[src/rtl/dpred_pkg.sv]
package dpred_pkg;

  localparam logic [1:0] BT_FWD_DIV  = 2'b10;
  localparam logic [1:0] BT_LOOP_DIV = 2'b11;

  typedef enum logic [2:0] {
    XC_NONE    = 3'd0,
    XC_MERGE   = 3'd1,
    XC_RESOLVE = 3'd2,
    XC_COUNT   = 3'd3,
    XC_YIELD   = 3'd4
  } exit_cause_e;

  typedef enum logic {
    ST_IDLE   = 1'b0,
    ST_ACTIVE = 1'b1
  } mode_state_e;

endpackage

[src/rtl/dpred_id_pool.sv]
module dpred_id_pool #(
  parameter int N  = 32,
  parameter int IW = 5
) (
  input  logic          clk,
  input  logic          rst_n,
  input  logic          alloc_req,
  input  logic          rel_a_v,
  input  logic [IW-1:0] rel_a_id,
  input  logic          rel_b_v,
  input  logic [IW-1:0] rel_b_id,
  output logic          any_free,
  output logic [IW-1:0] alloc_id
);

  logic [N-1:0] free_q;
  logic [N-1:0] free_d;
  logic         found;

  // lowest free tag wins
  always_comb begin
    alloc_id = '0;
    found    = 1'b0;
    for (int i = 0; i < N; i++) begin
      if (free_q[i] && !found) begin
        alloc_id = IW'(i);
        found    = 1'b1;
      end
    end
    any_free = found;
  end

  always_comb begin
    free_d = free_q;
    if (rel_a_v) free_d[rel_a_id] = 1'b1;
    if (rel_b_v) free_d[rel_b_id] = 1'b1;
    if (alloc_req && found) free_d[alloc_id] = 1'b0;
  end

  always_ff @(posedge clk or negedge rst_n) begin
    if (!rst_n) free_q <= '1;
    else        free_q <= free_d;
  end

endmodule

[src/rtl/dpred_path_rr.sv]
module dpred_path_rr (
  input  logic clk,
  input  logic rst_n,
  input  logic restart,
  input  logic fire,
  input  logic hit,
  output logic sel,
  output logic all_done
);

  logic [1:0] done_q;
  logic [1:0] done_d;
  logic       sel_q;

  always_comb begin
    done_d = done_q;
    if (fire && hit) done_d[sel_q] = 1'b1;
    all_done = fire && (&done_d);
  end

  always_ff @(posedge clk or negedge rst_n) begin
    if (!rst_n) begin
      done_q <= '0;
      sel_q  <= 1'b0;
    end else if (restart) begin
      done_q <= '0;
      sel_q  <= 1'b0;
    end else if (fire) begin
      done_q <= done_d;
      // hand the slot over unless the other side has already arrived
      if (!done_d[~sel_q]) sel_q <= ~sel_q;
    end
  end

  assign sel = sel_q;

endmodule

[src/rtl/dpred_fetch_cnt.sv]
module dpred_fetch_cnt #(
  parameter int CW = 10
) (
  input  logic          clk,
  input  logic          rst_n,
  input  logic          clr,
  input  logic          inc,
  input  logic [CW-1:0] limit,
  output logic          over
);

  localparam int XW = CW + 1;

  logic [XW-1:0] cnt_q;
  logic [XW-1:0] cnt_nx;

  assign cnt_nx = cnt_q + XW'(1);
  assign over   = inc && (cnt_nx > {1'b0, limit});

  always_ff @(posedge clk or negedge rst_n) begin
    if (!rst_n)                         cnt_q <= '0;
    else if (clr)                       cnt_q <= '0;
    else if (inc && (cnt_q != '1))      cnt_q <= cnt_nx;
  end

endmodule

[src/rtl/dpred_mode_ctrl.sv]
module dpred_mode_ctrl #(
  parameter int AW    = 32,
  parameter int OW    = 12,
  parameter int CW    = 10,
  parameter int NPRED = 32,
  localparam int IW   = $clog2(NPRED)
) (
  input  logic          clk,
  input  logic          rst_n,
  input  logic          policy_yield,
  input  logic [CW-1:0] fetch_limit,
  input  logic          dec_valid,
  input  logic [1:0]    dec_type,
  input  logic [AW-1:0] dec_pc,
  input  logic [OW-1:0] dec_off,
  input  logic          dec_lowconf,
  input  logic          dec_path,
  input  logic          fet_valid,
  input  logic [AW-1:0] fet_pc,
  input  logic          resolve_valid,
  input  logic          flush,
  input  logic          ret_valid,
  input  logic [IW-1:0] ret_id,
  output logic          mode_active,
  output logic          sel_path,
  output logic [AW-1:0] merge_pc,
  output logic [IW-1:0] pred_id,
  output logic          fork_ras,
  output logic          fork_ghr,
  output logic          fork_rat,
  output logic          exit_pulse,
  output logic [2:0]    exit_cause
);
  import dpred_pkg::*;

  localparam int SXW = AW - OW;

  mode_state_e st_q, st_d;
  exit_cause_e cause_d;
  logic [AW-1:0] merge_q, tgt;
  logic [IW-1:0] id_q, alloc_id;
  logic          fork_q, xp_q;
  logic [2:0]    xc_q;
  logic          active, is_cand, enter_req, alloc_go, any_free;
  logic          fire, hit, all_done, over, restart;

  assign active  = (st_q == ST_ACTIVE);
  assign is_cand = dec_valid && dec_lowconf &&
                   ((dec_type == BT_FWD_DIV) || (dec_type == BT_LOOP_DIV));
  assign tgt     = dec_pc + {{SXW{dec_off[OW-1]}}, dec_off};
  assign fire    = active && fet_valid;
  assign hit     = (fet_pc == merge_q);

  // exit reason, highest priority first
  always_comb begin
    cause_d = XC_NONE;
    if (active && !flush) begin
      if (resolve_valid)                               cause_d = XC_RESOLVE;
      else if (all_done)                               cause_d = XC_MERGE;
      else if (over)                                   cause_d = XC_COUNT;
      else if (policy_yield && is_cand && !dec_path)   cause_d = XC_YIELD;
    end
  end

  assign enter_req = !flush && is_cand && (!active || (cause_d == XC_YIELD));
  assign alloc_go  = enter_req && any_free;

  always_comb begin
    st_d = st_q;
    if (flush)                    st_d = ST_IDLE;
    else if (alloc_go)            st_d = ST_ACTIVE;
    else if (cause_d != XC_NONE)  st_d = ST_IDLE;
  end

  assign restart = alloc_go || (st_d == ST_IDLE);

  always_ff @(posedge clk or negedge rst_n) begin
    if (!rst_n) begin
      st_q    <= ST_IDLE;
      merge_q <= '0;
      id_q    <= '0;
      fork_q  <= 1'b0;
      xp_q    <= 1'b0;
      xc_q    <= 3'd0;
    end else begin
      st_q   <= st_d;
      fork_q <= alloc_go;
      xp_q   <= (cause_d != XC_NONE);
      xc_q   <= cause_d;
      if (alloc_go) begin
        merge_q <= tgt;
        id_q    <= alloc_id;
      end
    end
  end

  dpred_id_pool #(.N(NPRED), .IW(IW)) u_pool (
    .clk      (clk),
    .rst_n    (rst_n),
    .alloc_req(alloc_go),
    .rel_a_v  (ret_valid),
    .rel_a_id (ret_id),
    .rel_b_v  (flush && active),
    .rel_b_id (id_q),
    .any_free (any_free),
    .alloc_id (alloc_id)
  );

  dpred_path_rr u_rr (
    .clk     (clk),
    .rst_n   (rst_n),
    .restart (restart),
    .fire    (fire),
    .hit     (hit),
    .sel     (sel_path),
    .all_done(all_done)
  );

  dpred_fetch_cnt #(.CW(CW)) u_cnt (
    .clk  (clk),
    .rst_n(rst_n),
    .clr  (restart),
    .inc  (fire),
    .limit(fetch_limit),
    .over (over)
  );

  assign mode_active = active;
  assign merge_pc    = merge_q;
  assign pred_id     = id_q;
  assign fork_ras    = fork_q;
  assign fork_ghr    = fork_q;
  assign fork_rat    = fork_q;
  assign exit_pulse  = xp_q;
  assign exit_cause  = xc_q;

endmodule

[config.mk]
export PLATFORM = sky130hd
export DESIGN_NAME = dpred_mode_ctrl
export DESIGN_NICKNAME = d
export VERILOG_FILES = /design/src/rtl/dpred_pkg.sv /design/src/rtl/dpred_id_pool.sv /design/src/rtl/dpred_path_rr.sv /design/src/rtl/dpred_fetch_cnt.sv /design/src/rtl/dpred_mode_ctrl.sv
export SDC_FILE = /design/constraint.sdc
export NUM_CORES = 1
export LEC_CHECK = 0
export ABC_CLOCK_PERIOD_IN_PS = 4000
export BUFFER_PORTS_ARGS = -buffer_cell sky130_fd_sc_hd__buf_2
export CAP_MARGIN = 30
export CORE_UTILIZATION = 50
export DETAILED_ROUTE_END_ITERATION = 7
export PLACE_DENSITY = 0.77
export SLEW_MARGIN = 0
export SYNTH_ARGS = -nofsm -noshare
export SYNTH_HDL_FRONTEND = slang
export SYNTH_HIERARCHICAL = 1
export SYNTH_SLANG_ARGS = --single-unit
[constraint.sdc]
create_clock -name clk -period 4 [get_ports clk]
set_clock_uncertainty 0.15 [all_clocks]
set_input_delay 0.6 -clock clk [delete_from_list [all_inputs] [get_ports clk]]
set_output_delay 0.6 -clock clk [all_outputs]
set_load 0.005 [all_outputs]
==> reports/metrics.yaml <==
postSynthCellCount: 793
wire_per_inst_um: 16.4
synth_top_area_frac: 0.210
seq_area_frac_synth: 0.334
portBuffers: 147
hold_path_class: "input port to async pin"
seqCellArea_um2: 2270
critPathLaunch: "u_cnt/cnt_q[1]"
layout.cells.non_filler: 1145
finish.instance_area_um2: 8240
crit_arrival_ns: 4.03
post-route-min-period_ns: 3.90
yosysUniqueCellTypes: 83
vias_per_cell: 5.85
nets: 1110
fmax_mhz: 256
synth_warnings: 6
dr.pass1.iters: 5
drt_iter0_drc: 368
critPathMaxFanout: 5
synth_area_leaders: "dfrtp_1 (21%), dfstp_2 (12%), ha_1 (7.7%)"
setup_viol: 0
grt_pass1_wl_um: 30400
core-area_um2: 13200
dpl-instance-area_um2: 7860
clock_latency_ns: 0.34
numClockSinks: 89
fillCellCount: 1208
synth_commonest_cells: "nand2_1 (86), nor2_1 (84), dfrtp_1 (57), o21ai_0 (50), xor2_1 (49)"
post-place-ws_ns: -0.302
cts_root_buffer: "clkbuf_16"
status: "finished, final reports clean"
avgSynthCellArea_um2: 8.56
synth-edff-count: 0
required_ns: 4.13
synth_area_leader_cell: "dfrtp_1"
drc: 0
grt.total_usage: 0.270
async_reset_ff_frac: 1.00
postRouteAntennaNets: 0
critical_path_class: "flip-flop to flip-flop"
yosysMostFrequentCell: "nand2_1"
hold_viol: 0
finalMaxSlewViolations: 0
fp.dieH_um: 119
multi_input_area_um2: 4330
routed_wl_um: 18800
start_util: 0.513
antenna_found_initial: 0
placementRows: 42
syn_to_final_growth_pct: 21.4
r2r_slack_ns: 0.1
cts_buffer_depth: 2
ff2ff_path_depth: 18
place_hpwl_um: 14400
routed-via-count: 6694
r2r-start: "u_cnt/cnt_q[1]"
r2r_end: "merge_pc[29]"
utilization: 0.622
num_antenna_cells: 0
dpl.cell_count: 1124
die_area_um2: 14100
irDropWorstVdd_mv: 0.190
p_per_area_nw_per_um2: 412
grt_max_degree: 59
drive_above_1_share: 0.280
crit_path_end_kind: "flip-flop"
gp_congestion: 0.948
holdBufCountCts: 0
grt.overflow.total: 0
die_x_um: 119
critPathLaunchType: "flip-flop"
pin_count: 149
numCtsBuffers: 9
grt_pass1_vias: 6382
syn_nets: 939
cts_tree: "yes"
leakagePower_nw: 3.79
worst_pin_slew_ns: 0.823
syn_area_um2: 6790
setup_ws_ns: 0.0998
maxCapViolations: 0
finalCritPeriodShare: 0.975
clkTransAtPathRegs_ns: 0.07
rsz0062_at_grt: "yes"
maxSlewHeadroom: 0.451
ys_ff_latch: 89
synth_ff_type: "dfrtp_1"
htree_num_levels: 3
-- sequential cells by signal, indices dropped and copies added (netlist names) --
signal         count
mode_active        1
u_rr/done_q        2
fork_ghr           1
exit_cause         3
u_rr/sel           1
merge_pc          32
u_pool/free_q     32
exit_pulse         1
u_cnt/cnt_q       11
pred_id            5
-- layer usage --
metal / global-route usage / routed length, um / up-vias
met2: 0.471 / 9190 / 247
met3: 0.0372 / 1100 / 40
met5: 0 / 0 / -
met4: 0.0989 / 478 / 0
met1: 0.339 / 8040 / 3131
li1: - / - / 3276
-- where the power goes --
group / leakage, nW / switching (mW) / internal [mW]
Sequential: 1.09 / 0.268 / 1.18
Clock: 0.129 / 0.350 / 0.439
Combinational: 2.57 / 0.658 / 0.494
Total: 3.79 / 1.28 / 2.12
-- logic make-up after synthesis --
kind of cell	after synthesis	share of synthesized area
XOR/XNOR	73	0.0942
AO/OA/AOI/OAI	234	0.231
AND/OR/NAND/NOR	294	0.216
buffers and inverters	56	0.0387
flip-flops	89	0.334
adder cells (fa/ha/maj)	43	0.0803
multiplexers	4	0.00590
-- what timing repair did --
item,in CTS,in global routing
resized for setup,5,9
endpoints found under the setup margin,70,70
buffers inserted,4,1
pin swaps,5,4
-- worst max-delay path: stages (launching register included) --
cell	delay, ns
dfrtp_1	0.35
ha_2	0.21
nand3_2	0.11
nor2_2	0.14
nand3_1	0.11
xor2_1	0.22
inv_1	0.10
ha_4	0.29
nand4_1	0.09
buf_4	0.16
nor3_2	0.15
nor2_1	0.06
a22o_1	0.27
nor3_2	0.14
a21boi_1	0.09
or4b_4	0.58
or3b_1	0.38
a31oi_1	0.13
nand3b_1	0.11
-- how the worst max path moves through the flow --
stage | to | slack [ns] | cells after the start
detailed placement | merge_pc[21] | -0.30 | 18
CTS | merge_pc[29] | 0.01 | 18
floorplan | merge_pc[29] | 0.02 | 19
finish | merge_pc[29] | 0.1 | 18
global route | merge_pc[29] | -0.14 | 18
global placement | u_pool/free_q[0] | -0.20 | 19
-- cells in the final DEF, fill, tap and decap left out, types with 4 or more instances in the layout --
| master | Yosys | final |
|---|---|---|
| a211oi_1 | 4 | 4 |
| a21o_1 | 16 | 16 |
| a21oi_1 | 42 | 42 |
| a31oi_1 | 19 | 19 |
| a41oi_1 | 8 | 8 |
| and2_1 | 5 | 5 |
| and3_1 | 6 | 5 |
| buf_2 | 5 | 146 |
| buf_4 | 2 | 34 |
| clkbuf_16 | 0 | 9 |
| dfrtp_1 | 57 | 57 |
| dfstp_2 | 32 | 32 |
| ha_1 | 42 | 40 |
| inv_1 | 30 | 30 |
| mux2i_1 | 4 | 4 |
| nand2_1 | 86 | 86 |
| nand3_1 | 22 | 21 |
| nand3b_1 | 12 | 12 |
| nand4_1 | 14 | 14 |
| nor2_1 | 84 | 82 |
| nor2b_1 | 8 | 8 |
| nor3_1 | 14 | 12 |
| nor4_1 | 11 | 11 |
| o211ai_1 | 5 | 5 |
| o21ai_0 | 50 | 50 |
| o21ai_1 | 4 | 4 |
| o21bai_1 | 5 | 5 |
| o22a_1 | 8 | 8 |
| o22ai_1 | 32 | 32 |
| or3_1 | 5 | 5 |
| or3b_2 | 5 | 5 |
| xnor2_1 | 24 | 22 |
| xor2_1 | 49 | 49 |
-- through the flow --
| stage | setup TNS, ns | hold WS, ns | power, mW |
|---|---|---|---|
| 3_5_place_dp | -15.32 | 0.340 | 2.60 |
| 5_1_grt | -3.16 | 0.0967 | 3.60 |
| 6_report | 0 | 0.0633 | 3.39 |
| 3_3_place_gp | -10.07 | 0.339 | 2.56 |
| 2_1_floorplan | 0 | 0.154 | 2.18 |
| 4_1_cts | 0 | 0.0737 | 3.40 |
-- final cells by class --
class,count,share of cell area
multi-input combinational,648,0.525
sequential,89,0.275
timing repair buffer,182,0.123
clock buffer,12,0.0299
tap,176,0.0267
inverter,34,0.0162
clock inverter,4,0.00349
Note: power is estimated with default switching activity, not from simulation.
